[src/rtl/cbal_pkg.sv]
package cbal_pkg;

    typedef enum logic [1:0] {
        ST_IDLE    = 2'd0,
        ST_BALANCE = 2'd1,
        ST_GUARD   = 2'd2
    } cbal_state_e;

endpackage

[src/rtl/cbal_neighbor_filter.sv]
module cbal_neighbor_filter #(
    parameter int N_CELLS = 6
) (
    input  logic [N_CELLS-1:0] req,
    output logic [N_CELLS-1:0] applied,
    output logic               conflict
);
    localparam int LAST = N_CELLS - 1;

    logic [N_CELLS-1:0] lower_nb;
    logic [N_CELLS-1:0] upper_nb;

    for (genvar i = 0; i < N_CELLS; i++) begin : g_cell
        if (i == 0) begin : g_bottom
            assign lower_nb[i] = 1'b0;
        end else begin : g_lower
            assign lower_nb[i] = req[i-1];
        end
        if (i == LAST) begin : g_top
            assign upper_nb[i] = 1'b0;
        end else begin : g_upper
            assign upper_nb[i] = req[i+1];
        end
        assign applied[i] = req[i] & ~lower_nb[i] & ~upper_nb[i];
    end

    assign conflict = |(req[LAST:1] & req[LAST-1:0]);

    always_comb begin
        AST_PAIR_BLOCKED: assert (!(conflict && (applied == req)))
            else $error("pair passed filter");
    end

endmodule

[src/rtl/cbal_ctrl_fsm.sv]
module cbal_ctrl_fsm
    import cbal_pkg::*;
#(
    parameter int N_CELLS = 6
) (
    input  logic               clk,
    input  logic               rst_n,
    input  logic               wr_en,
    input  logic [N_CELLS-1:0] wr_data,
    input  logic [N_CELLS-1:0] filt_applied,
    input  logic               filt_conflict,
    output logic [N_CELLS-1:0] req_q,
    output logic [N_CELLS-1:0] app_q,
    output cbal_state_e        state_q
);
    cbal_state_e state_d;

    // Next-state selection: GO_GUARD, GO_BALANCE, GO_IDLE or HOLD
    always_comb begin
        state_d = state_q;
        unique case (state_q)
            ST_IDLE, ST_BALANCE, ST_GUARD: begin
                if (wr_en) begin
                    if (filt_conflict)
                        state_d = ST_GUARD;
                    else if (|filt_applied)
                        state_d = ST_BALANCE;
                    else
                        state_d = ST_IDLE;
                end
            end
            default: state_d = ST_IDLE;
        endcase
    end

    // State register
    always_ff @(posedge clk or negedge rst_n) begin
        if (!rst_n)
            state_q <= ST_IDLE;
        else
            state_q <= state_d;
    end

    // Registered outputs
    always_ff @(posedge clk or negedge rst_n) begin
        if (!rst_n) begin
            req_q <= '0;
            app_q <= '0;
        end else if (wr_en) begin
            req_q <= wr_data;
            app_q <= filt_applied;
        end
    end

    AST_STORE_WORD: assert property (@(posedge clk) disable iff (!rst_n)
        wr_en |=> (req_q == $past(wr_data)));

    AST_HOLD_IDLE: assert property (@(posedge clk) disable iff (!rst_n)
        !wr_en |=> ($stable(app_q) && $stable(req_q) && $stable(state_q)));

    AST_IDLE_ALL_OFF: assert property (@(posedge clk) disable iff (!rst_n)
        (state_q == ST_IDLE) |-> (app_q == '0));

endmodule

[src/rtl/cbal_switch_guard.sv]
module cbal_switch_guard
    import cbal_pkg::*;
#(
    parameter int N_CELLS = 6
) (
    input  logic               clk,
    input  logic               rst_n,
    input  logic               wr_en,
    input  logic [N_CELLS-1:0] wr_data,
    output logic [N_CELLS-1:0] rd_req,
    output logic [N_CELLS-1:0] rd_applied,
    output logic [N_CELLS-1:0] sw_en,
    output logic               conflict_flag
);
    localparam int LAST = N_CELLS - 1;

    logic [N_CELLS-1:0] filt_applied;
    logic               filt_conflict;
    logic [N_CELLS-1:0] app_q;
    cbal_state_e        state_q;

    cbal_neighbor_filter #(.N_CELLS(N_CELLS)) u_filter (
        .req      (wr_data),
        .applied  (filt_applied),
        .conflict (filt_conflict)
    );

    cbal_ctrl_fsm #(.N_CELLS(N_CELLS)) u_fsm (
        .clk           (clk),
        .rst_n         (rst_n),
        .wr_en         (wr_en),
        .wr_data       (wr_data),
        .filt_applied  (filt_applied),
        .filt_conflict (filt_conflict),
        .req_q         (rd_req),
        .app_q         (app_q),
        .state_q       (state_q)
    );

    assign sw_en         = app_q;
    assign rd_applied    = app_q;
    assign conflict_flag = (state_q == ST_GUARD);

    AST_NO_NEIGHBOUR_ON: assert property (@(posedge clk) disable iff (!rst_n)
        ((sw_en[LAST:1] & sw_en[LAST-1:0]) == '0));

    AST_APPLIED_WITHIN_REQ: assert property (@(posedge clk) disable iff (!rst_n)
        ((sw_en & ~rd_req) == '0));

    AST_FLAG_ON_PAIR: assert property (@(posedge clk) disable iff (!rst_n)
        (wr_en && ((wr_data[LAST:1] & wr_data[LAST-1:0]) != '0)) |=> conflict_flag);

endmodule

[config.mk]
export PLATFORM = sky130hd
export DESIGN_NAME = cbal_switch_guard
export DESIGN_NICKNAME = d
export VERILOG_FILES = /design/src/rtl/cbal_pkg.sv /design/src/rtl/cbal_neighbor_filter.sv /design/src/rtl/cbal_ctrl_fsm.sv /design/src/rtl/cbal_switch_guard.sv
export SDC_FILE = /design/constraint.sdc
export NUM_CORES = 1
export LEC_CHECK = 0
export BUFFER_PORTS_ARGS = -buffer_cell sky130_fd_sc_hd__buf_4
export CAP_MARGIN = 20
export CORE_MARGIN = 5
export CORE_UTILIZATION = 40
export DETAILED_ROUTE_END_ITERATION = 16
export PLACE_DENSITY = 0.69
export SETUP_SLACK_MARGIN = 0.5
export SYNTH_ARGS = -nofsm -noshare
export SYNTH_HDL_FRONTEND = slang
export SYNTH_SLANG_ARGS = --single-unit
[constraint.sdc]
create_clock -name clk -period 1.9 [get_ports clk]
set_input_delay 0.285 -clock clk [delete_from_list [all_inputs] [get_ports clk]]
set_output_delay 0.285 -clock clk [all_outputs]
set_load 0.03 [all_outputs]
* After elaboration in Yosys (flattened, before gate mapping)
Index checks and enable logic that the tools add are counted.
** Storage, ports and cells
- Output and inout bits :: 19
- Bits in registers :: 14
- Word-level logic and storage cells :: 31
** Operators by class
- Reductions and logical operators :: 4
- Muxes and demuxes :: 4
- Eq/ne operators :: 3
- Bitwise operators :: 17
** Operators with widths (count)
- AND 1 bit :: 10
- two-way mux 2 bit :: 3
- inverter 1 bit :: 6
- OR reduction 6 bit :: 1
- AND 5 bit :: 1
- OR reduction 5 bit :: 1
- OR reduction 3 bit :: 1
- equality test 2 x 1 -> 1 bit, second input constant :: 1
- equality test 2 bit, second input constant :: 1
- logical NOT 2 bit :: 1
- != test 2 bit, second input constant :: 1
- two-way mux 1 bit :: 1

* Logic depth before layout (Yosys ltp)
- Word-level depth :: 8
- Depth in mapped cells :: 3
- Mapped depth without buffers :: 3

* Cells and area by module
Synthesis repeated with hierarchy kept, for this count alone.
** Unflattened totals
- Cells, all modules :: 52
- Area, all modules :: 673.1 um^2
** Modules (own cells, without submodules)
- cbal_ctrl_fsm :: area an instance 551.8 um^2, cells an instance 35, instances 1, seq. area each 350.3 um^2
- cbal_neighbor_filter :: area an instance 62.6 um^2, cells an instance 10, instances 1, seq. area each 0.0 um^2
- cbal_switch_guard :: area an instance 58.8 um^2, cells an instance 7, instances 1, seq. area each 0.0 um^2

* Worst setup path after synthesis
No wires, ideal clock.
- Kind :: in2reg
- From :: input port wr_data[0]
- To :: register u_fsm.state_q[0]
- Required time :: 1.767 ns
- Path slack :: 0.670 ns
- Arrival time :: 1.097 ns
- Cell stages on the path :: 3
- Path through :: or4_4 > o311ai_2 > o32ai_1
** On the way
- Word-level cells in the longest chain between the ends :: 8
- Elaborated cells between the ends (all ways) :: 11
- Those cells by class :: mux (4); bitwise (5); reduce/logical (2)
** Ends and longest elaborated chain
- from (decl) :: RTL line cbal_switch_guard.sv:9 : input logic [N_CELLS-1:0] wr_data,
- inverter 1 bit :: RTL line cbal_neighbor_filter.sv:24 : assign applied[i] = req[i] & ~lower_nb[i] & ~upper_nb[i];
- AND 1 bit (2 in a row) :: RTL line cbal_neighbor_filter.sv:24
- OR reduction 6 bit :: RTL line cbal_ctrl_fsm.sv:26 : else if (|filt_applied)
- two-way mux 1 bit :: RTL line cbal_ctrl_fsm.sv:26
- two-way mux 2 bit (*) :: RTL line cbal_ctrl_fsm.sv:24 : if (filt_conflict)
- two-way mux 2 bit (*) :: RTL line cbal_ctrl_fsm.sv:23 : if (wr_en) begin
- two-way mux 2 bit (*) :: RTL line cbal_ctrl_fsm.sv:21 : unique case (state_q)
- to (signal assigned) :: RTL line cbal_ctrl_fsm.sv:41 : state_q <= state_d;
- to (decl) :: RTL line cbal_ctrl_fsm.sv:14 : output cbal_state_e state_q
Every way passes the cells marked *; elsewhere a longest branch is shown, timed or not. The select of a mux whose other input is x is not followed.
A chain may end at the register's enable or synchronous reset.

* Final worst setup path
- From :: register u_fsm.state_q[1]
- To :: output port conflict_flag
** On the way
- Word-level cells in the longest chain between the ends :: 1
** Ends and longest elaborated chain
- equality test 2 bit :: RTL line cbal_switch_guard.sv:42 : assign conflict_flag = (state_q == ST_GUARD);
- to (decl) :: RTL line cbal_switch_guard.sv:13 : output logic conflict_flag
No other way between the ends.

==> results.yml <==
setup_path:
  arrival_ns: 0.98
  crit_path_start_kind: "flip-flop"
  crit_slowest_cell: "dfrtp_1"
  required_ns: 1.62
  crit_start: "u_fsm.state_q[1]"
  critPathCaptureType: "output port"
  criticalPathCategory: "reg -> out"
  r2r_start: "u_fsm.req_q[5]"
  critPathMaxStageDelay_ns: 0.41
  worstPathCellList: "nor2b_1, buf_4"
  critPathMaxFanout: 4
die:
  die_w_um: 50.18
  rows: 14
  core_um2: 1524
  die_y_um: 50.18
  start_util_pct: 42.36
  die_area_um2: 2518
  io_pins: 28
power:
  internal-power_uw: 516.6
  irDropWorstVdd_mv: 0.5649
  p_comb_share_pct: 26.3
  clkPwrFrac_pct: 28.4
  p_sw_uw: 237.6
  power_density_nw_per_um2: 876.2
  p_total_uw: 754.2
  power_leakage_nw: 0.4170
  seq_power_share_pct: 45.3
  swShare_pct: 31.50
min_path:
  min_from: "wr_data[3]"
  min_path_type: "in -> reg"
drt:
  drc_errors: 0
  drt_wl_total_um: 1431
  vias: 519
  via_per_inst: 5.088
  ant_nets: 0
  drt_first_iter_violations: 4
  drt-pass1-iter-count: 2
  wl_per_cell_um: 14.03
logic_synthesis:
  ys_warn_count: 0
  synth_cells: 62
  synth_top_area_share_pct: 54.26
  ys_types: 18
  synthesis.area_um2: 645.6
  ys_ff_latch: 14
  yosysTopAreaCell: "dfrtp_1"
  synth.area.top_cells: "dfrtp_1 54%, buf_4 7.0%, inv_1 5.8%, o32ai_1 5.4%, o21ai_0 4.7%"
  yosysSeqAreaShare_pct: 54.26
  synthesis.nets: 71
  syn_area_per_cell_um2: 10.41
sta:
  timing.final.crit_period_ns: 1.268
  fmax_mhz: 788.8
  worst_slew_pin_slew_ns: 0.2718
  rsz0062_at_grt: "false"
  hold_viol: 0
  fin_crit_sh_pct: 66.72
  max_slew_margin_pct: 81.69
  worst_hold_slack_ns: 0.2322
  clock_skew_ns: 0.0001124
  slew_violations: 0
  finalSetupViolCount: 0
  tns_ns: 0
placed_design:
  dp_cells: 97
  gp_congestion: 0.7128
  placed_cell_area_um2: 814.5
  hpwlAfterDp_um: 1037
  port_buffers: 27
clock_network:
  cts.path.max_buffers: 2
  cts_tree: "built"
  numCtsBuffers: 3
  clk_pin_slew_ns: 0.09
  post_cts_buffers: 0
  cts_root_buf: "clkbuf_4"
  clkSinkCount: 14
  htreeDepth: 1
  clk_latency_ns: 0.27
layout:
  layout.nets: 96
  fin_cells: 102
  multi_input_area_um2: 203.9
  n_antenna_cell: 0
  fill_cells: 146
  seqCellArea_um2: 350.3
  layout-drive-gt1-share_pct: 39.53
  area_growth_pct: 33.33
  stdcell_area_um2: 860.8
global_routing:
  antenna_found_initial: 0
  grt_first_pass_wirelength_um: 2435
  grt_max_degree: 23
  track_usage_pct: 12.71
  grt_pass1_vias: 512
  overflow: 0
status:
  status: "completed"
job:
  drv_cap: 0
cells in the mapped netlist:
| cell | n |
|---|---|
| dfrtp_1 | 14 |
| o21ai_0 | 6 |
| mux2_1 | 2 |
| inv_1 | 10 |
| nor2b_1 | 1 |
| o21ai_1 | 3 |
| nand2_1 | 5 |
| clkbuf_1 | 1 |
| o311ai_2 | 1 |
| a41oi_1 | 1 |
| or4_4 | 1 |
| buf_2 | 1 |
| buf_4 | 6 |
| nor2_1 | 1 |
| mux2_2 | 1 |
| nand3_1 | 2 |
| nand3b_1 | 2 |
| o32ai_1 | 4 |
area by class of cell:
type	instances	share of cell area, %
sequential	14	40.70
timing repair buffer	28	24.71
inverter	10	4.360
multi-input combinational	30	23.69
clock buffer	4	4.215
tap	16	2.326
cells in the final DEF, fill, tap and decap left out, drive strengths merged:
cell,instances
mux2,3
o21ai,9
nand3b,2
inv,10
nand2,5
o311ai,1
nor2b,1
o32ai,4
nand3,2
buf,27
or4,1
nor2,1
dlygate4sd3,1
clkbuf,4
dfrtp,14
a41oi,1
sequential cells by signal, summed over array words and instances, names as in the netlist:
register	count
u_fsm.state_q	2
u_fsm.req_q	6
u_fsm.app_q	6
logic make-up (layout without fill, tap and decap cells):
kind of cell	count (synthesis)	count (layout)	share of synthesized area (%)
muxes	3	3	5.232
DFF	14	14	54.26
and+or+nand+nor	12	12	10.08
buffers and inverters	18	42	14.15
AOI/OAI and AO/OA	15	15	16.28
repair_timing:
action	CTS	global route
resized for setup	0	0
hold endpoints to repair	14	0
hold buffers	1	0
worst max-delay path: cells and delay by family, from the launching register on:
kind,cells,cell delay (ns)
flops,1,0.41
buf+inv,1,0.16
simple gates,1,0.14
metrics by stage:
step / setup WS [ns] / util, %
floorplan: 0.6700 / -
CTS: 0.6201 / 56.49
finish: 0.6322 / 56.49
global placement: 0.5194 / 53.45
global route: 0.5790 / 56.49
detailed placement: 0.4867 / 53.45
routing by layer:
metal,up-vias,part of all wire [%],GRT usage [%]
met5,-,0,0
met4,0,0.49,6.550
met3,2,8.0,4.142
met2,20,48,17.57
met1,243,43,17.57
li1,254,-,-
path summary, 6_finish.rpt:
path,endpoint,slack (ns),cells after the start
max in group asynchronous,u_fsm.req_q[5],1.34,2
min reg2reg,u_fsm.req_q[2],0.51,1
min in group asynchronous,u_fsm.req_q[4],0.39,2
max reg2reg,u_fsm.req_q[5],1.07,1
max,conflict_flag,0.63,2
min,u_fsm.app_q[4],0.23,2
power groups by stage:
stage	Combinational [mW]	Sequential [mW]	Clock, mW
after detailed placement	0.198	0.347	0
after global routing	0.213	0.346	0.239
final	0.199	0.342	0.214
after CTS	0.201	0.342	0.219
after floorplan	0.0809	0.386	0
after global placement	0.196	0.346	0
Power figures use the tool's default switching activity.
